$ cat config.mk
export PLATFORM = sky130hd
export DESIGN_NAME = trap_entry_ctl
export DESIGN_NICKNAME = d
export VERILOG_FILES = /design/src/rtl/trap_entry_pkg.sv /design/src/rtl/trap_priv_decode.sv /design/src/rtl/trap_cause_arb.sv /design/src/rtl/trap_state_rewrite.sv /design/src/rtl/trap_entry_ctl.sv
export SDC_FILE = /design/constraint.sdc
export NUM_CORES = 1
export LEC_CHECK = 0
export ABC_AREA = 1
export BUFFER_PORTS_ARGS = -buffer_cell sky130_fd_sc_hd__buf_2
export CAP_MARGIN = 25
export CORE_ASPECT_RATIO = 0.5
export CORE_MARGIN = 2
export CORE_UTILIZATION = 30
export CTS_CLUSTER_DIAMETER = 60
export DETAILED_ROUTE_END_ITERATION = 7
export GPL_ROUTABILITY_DRIVEN = 0
export GPL_TIMING_DRIVEN = 0
export PLACE_DENSITY = 0.6
export SKIP_LAST_GASP = 1
export SLEW_MARGIN = 0
export SYNTH_ARGS = -nofsm -noshare
export SYNTH_HDL_FRONTEND = slang
export SYNTH_SLANG_ARGS = --single-unit
$ cat constraint.sdc
create_clock -name clk -period 2.35 [get_ports clk]
set_clock_uncertainty 0.15 [all_clocks]
set_input_delay 0.47 -clock clk [delete_from_list [all_inputs] [get_ports clk]]
set_output_delay 0.47 -clock clk [all_outputs]
set_load 0.005 [all_outputs]
$ cat src/rtl/trap_entry_pkg.sv
package trap_entry_pkg;

  localparam int unsigned MSR_W = 64;

  typedef enum logic [2:0] {
    OPC_PLAIN     = 3'd0,
    OPC_HALT      = 3'd1,
    OPC_RDSTATE   = 3'd2,
    OPC_WRSTATE   = 3'd3,
    OPC_WRSTATE_D = 3'd4,
    OPC_RETURN    = 3'd5,
    OPC_RDSPR     = 3'd6,
    OPC_WRSPR     = 3'd7
  } op_class_e;

  typedef enum logic [1:0] {
    CAUSE_NONE     = 2'd0,
    CAUSE_PRIV     = 2'd1,
    CAUSE_ILLEGAL  = 2'd2,
    CAUSE_EXPLICIT = 2'd3
  } cause_e;

  // machine state bit positions, bit 0 = least significant
  localparam int unsigned ST_WIDE  = 63;
  localparam int unsigned ST_UNDEF = 58;
  localparam int unsigned ST_TXS1  = 34;
  localparam int unsigned ST_TXS0  = 33;
  localparam int unsigned ST_TXA   = 32;
  localparam int unsigned ST_VECU  = 25;
  localparam int unsigned ST_VSXU  = 23;
  localparam int unsigned ST_EXTI  = 15;
  localparam int unsigned ST_USER  = 14;
  localparam int unsigned ST_FPU   = 13;
  localparam int unsigned ST_FEX0  = 11;
  localparam int unsigned ST_STEP  = 10;
  localparam int unsigned ST_BRTR  = 9;
  localparam int unsigned ST_FEX1  = 8;
  localparam int unsigned ST_IXLT  = 5;
  localparam int unsigned ST_DXLT  = 4;
  localparam int unsigned ST_PMON  = 2;
  localparam int unsigned ST_RCOV  = 1;
  localparam int unsigned ST_LITE  = 0;

  // cause flags written only into the saved copy
  localparam int unsigned CF_ILLEGAL  = 19;
  localparam int unsigned CF_PRIV     = 18;
  localparam int unsigned CF_EXPLICIT = 17;

  localparam int unsigned N_CLEAR = 17;

  function automatic logic [MSR_W-1:0] clear_mask();
    int unsigned pos [N_CLEAR] = '{ST_UNDEF, ST_TXS1, ST_TXS0, ST_TXA, ST_VECU,
                                   ST_VSXU, ST_EXTI, ST_USER, ST_FPU, ST_FEX0,
                                   ST_STEP, ST_BRTR, ST_FEX1, ST_IXLT, ST_DXLT,
                                   ST_PMON, ST_RCOV};
    logic [MSR_W-1:0] m = '0;
    for (int i = 0; i < N_CLEAR; i++) m[pos[i]] = 1'b1;
    return m;
  endfunction

  function automatic logic [MSR_W-1:0] set_mask();
    logic [MSR_W-1:0] m = '0;
    m[ST_WIDE] = 1'b1;
    m[ST_LITE] = 1'b1;
    return m;
  endfunction

endpackage

$ cat src/rtl/trap_priv_decode.sv
module trap_priv_decode
  import trap_entry_pkg::*;
(
  input  op_class_e op_class,
  input  logic      spr_hi,
  output logic      is_priv
);
  always_comb begin
    unique case (op_class)
      OPC_HALT, OPC_RDSTATE, OPC_WRSTATE,
      OPC_WRSTATE_D, OPC_RETURN:  is_priv = 1'b1;
      OPC_RDSPR, OPC_WRSPR:       is_priv = spr_hi;
      default:                    is_priv = 1'b0;
    endcase
  end
endmodule

$ cat src/rtl/trap_cause_arb.sv
module trap_cause_arb
  import trap_entry_pkg::*;
(
  input  logic   is_priv,
  input  logic   user_mode,
  input  logic   illegal,
  input  logic   trap_req,
  output cause_e cause,
  output logic   take
);
  logic priv_fault;
  assign priv_fault = is_priv & user_mode;

  always_comb begin
    if (priv_fault)    cause = CAUSE_PRIV;
    else if (illegal)  cause = CAUSE_ILLEGAL;
    else if (trap_req) cause = CAUSE_EXPLICIT;
    else               cause = CAUSE_NONE;
  end

  assign take = (cause != CAUSE_NONE);
endmodule

$ cat src/rtl/trap_state_rewrite.sv
module trap_state_rewrite
  import trap_entry_pkg::*;
(
  input  logic [MSR_W-1:0] msr_cur,
  input  cause_e           cause,
  output logic [MSR_W-1:0] msr_new,
  output logic [MSR_W-1:0] msr_saved
);
  localparam logic [MSR_W-1:0] CLR = clear_mask();
  localparam logic [MSR_W-1:0] SET = set_mask();

  always_comb begin
    msr_new   = (msr_cur & ~CLR) | SET;
    msr_saved = msr_cur;
    unique case (cause)
      CAUSE_PRIV:     msr_saved[CF_PRIV]     = 1'b1;
      CAUSE_ILLEGAL:  msr_saved[CF_ILLEGAL]  = 1'b1;
      CAUSE_EXPLICIT: msr_saved[CF_EXPLICIT] = 1'b1;
      default:        ;
    endcase
  end
endmodule

$ cat src/rtl/trap_entry_ctl.sv
module trap_entry_ctl
  import trap_entry_pkg::*;
#(
  parameter int unsigned ADDR_W     = 64,
  parameter int unsigned INSN_BYTES = 4,
  parameter logic [63:0] VECTOR     = 64'h700,
  parameter logic [63:0] RESET_PC   = 64'h0
) (
  input  logic              clk,
  input  logic              rst,
  input  logic              complete_i,
  input  logic [2:0]        op_class_i,
  input  logic              spr_hi_i,
  input  logic              illegal_i,
  input  logic              trap_req_i,
  input  logic [ADDR_W-1:0] cia_i,
  input  logic [63:0]       msr_i,
  output logic [ADDR_W-1:0] nia_o,
  output logic              srr0_we_o,
  output logic [ADDR_W-1:0] srr0_d_o,
  output logic              srr1_we_o,
  output logic [63:0]       srr1_d_o,
  output logic              msr_we_o,
  output logic [63:0]       msr_d_o,
  output logic              trap_o,
  output logic              dest_we_o
);
  localparam logic [ADDR_W-1:0] STEP  = ADDR_W'(INSN_BYTES);
  localparam logic [ADDR_W-1:0] VEC_A = VECTOR[ADDR_W-1:0];
  localparam logic [ADDR_W-1:0] RST_A = RESET_PC[ADDR_W-1:0];

  logic             is_priv, take;
  cause_e           cause;
  logic [MSR_W-1:0] msr_new, msr_saved;

  trap_priv_decode u_dec (
    .op_class (op_class_e'(op_class_i)),
    .spr_hi   (spr_hi_i),
    .is_priv  (is_priv)
  );

  trap_cause_arb u_arb (
    .is_priv   (is_priv),
    .user_mode (msr_i[ST_USER]),
    .illegal   (illegal_i),
    .trap_req  (trap_req_i),
    .cause     (cause),
    .take      (take)
  );

  trap_state_rewrite u_rw (
    .msr_cur   (msr_i),
    .cause     (cause),
    .msr_new   (msr_new),
    .msr_saved (msr_saved)
  );

  always_ff @(posedge clk) begin
    if (rst) begin
      nia_o     <= RST_A;
      srr0_we_o <= 1'b0;
      srr0_d_o  <= '0;
      srr1_we_o <= 1'b0;
      srr1_d_o  <= '0;
      msr_we_o  <= 1'b0;
      msr_d_o   <= '0;
      trap_o    <= 1'b0;
      dest_we_o <= 1'b0;
    end else begin
      srr0_we_o <= complete_i & take;
      srr1_we_o <= complete_i & take;
      msr_we_o  <= complete_i & take;
      trap_o    <= complete_i & take;
      dest_we_o <= complete_i & ~take;
      if (complete_i) begin
        nia_o <= take ? VEC_A : cia_i + STEP;
        if (take) begin
          srr0_d_o <= cia_i;
          srr1_d_o <= msr_saved;
          msr_d_o  <= msr_new;
        end
      end
    end
  end

  // a trap commits all three state writes and suppresses writeback
  assert_trap_commit_R7: assert property (@(posedge clk) disable iff (rst)
    trap_o |-> (srr0_we_o && srr1_we_o && msr_we_o && !dest_we_o));

  // idle cycle produces no strobes and holds the next address
  assert_idle_quiet_R8: assert property (@(posedge clk) disable iff (rst)
    !complete_i |=> (!trap_o && !dest_we_o && $stable(nia_o)));

  // sequential step after a non-trapping completion
  assert_seq_step_R6: assert property (@(posedge clk) disable iff (rst)
    (complete_i && !take) |=> (nia_o == $past(cia_i) + STEP));

  // redirect to the vector on a trap
  assert_vector_R6: assert property (@(posedge clk) disable iff (rst)
    trap_o |-> (nia_o == VEC_A));

  // supervisor rewrite forces wide mode and clears problem state
  assert_msr_rewrite_R5: assert property (@(posedge clk) disable iff (rst)
    trap_o |-> (msr_d_o[ST_WIDE] && msr_d_o[ST_LITE] && !msr_d_o[ST_USER]));

  // saved address is the completing address
  assert_saved_addr_R5: assert property (@(posedge clk) disable iff (rst)
    (complete_i && take) |=> (srr0_d_o == $past(cia_i)));

  // the saved copy carries at least the selected cause flag
  assert_cause_flag_R4: assert property (@(posedge clk) disable iff (rst)
    trap_o |-> ($countones({srr1_d_o[CF_ILLEGAL], srr1_d_o[CF_PRIV],
                            srr1_d_o[CF_EXPLICIT]}) >= 1));
endmodule

==> impl_metrics.toml <==
[cells_and_area]
final_cell_area_um2 = 12300
final_nets = 1869
num_antenna_cells = 0
drive_above_1_share = 0.303
syn2layout_area_growth_pct = 33.0
final_util = 0.406

[grt]
use_met1 = 0.275
antenna_found_initial = 1
grt_util_met3 = 0.0445
grt_overflow = 0
grt_max_degree = 18
grt_pass1_vias = 9007
grt_pass1_wl_mm = 53.0
use_met2 = 0.372
grtUsageTotal = 0.216
grt_busiest_layer = "met2"

[timing]
drv_slew = 0
post-route-min-period_ns = 2.03
finalCritPeriodShare = 0.863
rsz0062_at_grt = "no"
slew_headroom = 0.427
tightest_slew_ns = 0.856
setup_violations = 0
fmax_ghz = 0.493
hold_viol = 0

[die]
die_x_um = 252
io_pins = 398
start_util = 0.305
fp-row-count = 45
fp.dieH_um = 128
die-area_um2 = 32300
core-area_um2 = 30300

[route]
route.antenna.remaining_nets = 0
routedWlPerCell_um = 16.7
drc = 0
first_pass_iters = 5
vias = 9821
routed_wl_mm = 35.8
drt_iter0_drc = 739
viasPerCell = 4.58

[cts]
hold_buffers = 0
cts-root-buf = "clkbuf_16"
clock_sinks = 198
cts_resized = 0
cts_buffer_depth = 2
cts_made_buffers = 17
clk_latency_ns = 0.45
cts_max_level = 4
cts_tree = "yes"
postCtsSetupBuffers = 0
clk_pin_slew_ns = 0.08

[power_and_ir_drop]
ir_worst_vdd_uv = 378
p_leak_nw = 6.24
power_density_nw_per_um2 = 647

[synthesis]
synth.avg_cell_area_um2 = 7.01
ys_ff_latch = 198
syn_inst = 1318
ys_seq_area_frac = 0.429
yosysMostFrequentCell = "nor2_1"
postSynth.asyncResetShare = 0
yosys.area.top_type = "dfxtp_1"
ys_types = 36
synthTopCellsByCount = "nor2_1, nand2_1, dfxtp_1"
syn_area_um2 = 9240
yosys_warnings = 0
ys.flop_type = "dfxtp_1"
synth.area.top_cells = "dfxtp_1, nor2_1, nand2_1"
synth_edf_count = 0
synth.top_cell.area_share = 0.429

[status]
status = "finished, final reports clean"

[placement]
port-buffer-count = 378
hpwl_mm = 28.8
place_area_um2 = 11700

[setup_path]
path_max_fanout = 8
critPathArrivalTime_ns = 2.23
cp-start-kind = "primary input"
critPathRequiredTime_ns = 2.55
cp-end-kind = "flop"
critPathKind = "primary input to flop"

[run]
maxCapViolCount = 0

[worst_hold_path]
hold_path_class = "primary input to flop"
## through the flow
stage / power, mW / setup TNS (ns) / worst slack, ns / cells / hold WS [ns]
finish: 7.95 / 0 / 0.322 / 2143 / 0.115
CTS: 8.00 / 0 / 0.406 / 2143 / 0.0923
global route: 8.30 / 0 / 0.225 / 2143 / 0.113
detailed placement: 4.98 / -0.369 / -0.0809 / 2111 / 0.285
floorplan: 4.34 / 0 / 0.520 / 1334 / 0.298
global placement: 4.97 / -0.197 / -0.107 / 2111 / 0.286
## kinds of logic (layout without fill, tap and decap cells)
family	count (synthesis)	in the layout	share of synthesized area
compound gates	221	221	0.122
xor+xnor	27	27	0.0256
buf+inv	203	613	0.116
fa+ha+maj	1	1	0.00135
flops	198	198	0.429
other cells	1	17	0.000406
simple gates	667	667	0.306
## sequential cells by signal (all words and copies together) (netlist names)
| signal | count |
|---|---|
| dest_we_o | 1 |
| msr_d_o | 4 |
| nia_o | 64 |
| srr0_d_o | 64 |
| srr1_d_o | 64 |
| trap_o | 1 |
## per-layer routing
layer	up-vias	share of wire
li1	4966	-
met1	4562	0.44
met2	244	0.49
met3	47	0.051
met4	2	0.019
met5	-	0.00031
## report_power, final
| part | internal [mW] | switching [mW] |
|---|---|---|
| clock | 1.64 | 1.41 |
| sequential | 3.56 | 0.118 |
| combinational | 0.525 | 0.700 |
## worst paths after layout
kind	cells past startpoint	slack, ns	endpoint	from
setup / recovery	11	0.32	nia_o[54]	cia_i[2]
hold / removal	3	0.11	srr1_d_o[24]	msr_i[24]
setup reg to reg	2	1.52	srr0_d_o[58]	srr0_d_o[58]
hold reg to reg	2	0.30	nia_o[32]	nia_o[32]
## layout make-up
cell class                 count  area (um2)
buffer                       118         749
clock buffer                  19         453
clock inverter                13         148
fill                        3273       18000
inverter                      85         319
multi-input combinational    933        4270
sequential                   198        3960
tap                          399         499
timing repair buffer         378        1890
## cell usage in the layout, fill, tap and decap left out, types with 2 or more instances in the layout
cell type	instances
nor2_1	282
and2_1	2
conb_1	17
o21ai_0	145
clkbuf_1	32
nor2_4	4
nor2_8	2
bufinv_16	2
xor2_1	24
inv_1	82
inv_2	3
buf_4	70
nand3_1	66
nand4_1	24
xnor2_1	3
clkbuf_8	2
a21oi_1	46
clkbuf_16	17
nand2_4	3
clkinv_2	3
dfxtp_1	198
clkinv_4	6
nand2_2	9
nor2_2	10
nor3_1	6
buf_6	4
buf_2	389
nand2_1	254
o21ai_1	22
o21bai_1	4
## critical path, stage by stage
cell and delay (ns):
buf_2 0.14, ha_1 0.31, nand2_1 0.12, nor2_2 0.17, nand2_2 0.15, nor2_2 0.14
nand2_2 0.11, nor2_4 0.23, nand4_1 0.16, nand3_1 0.15, nand2_1 0.06
No activity file was read; power rests on OpenSTA's default activity.
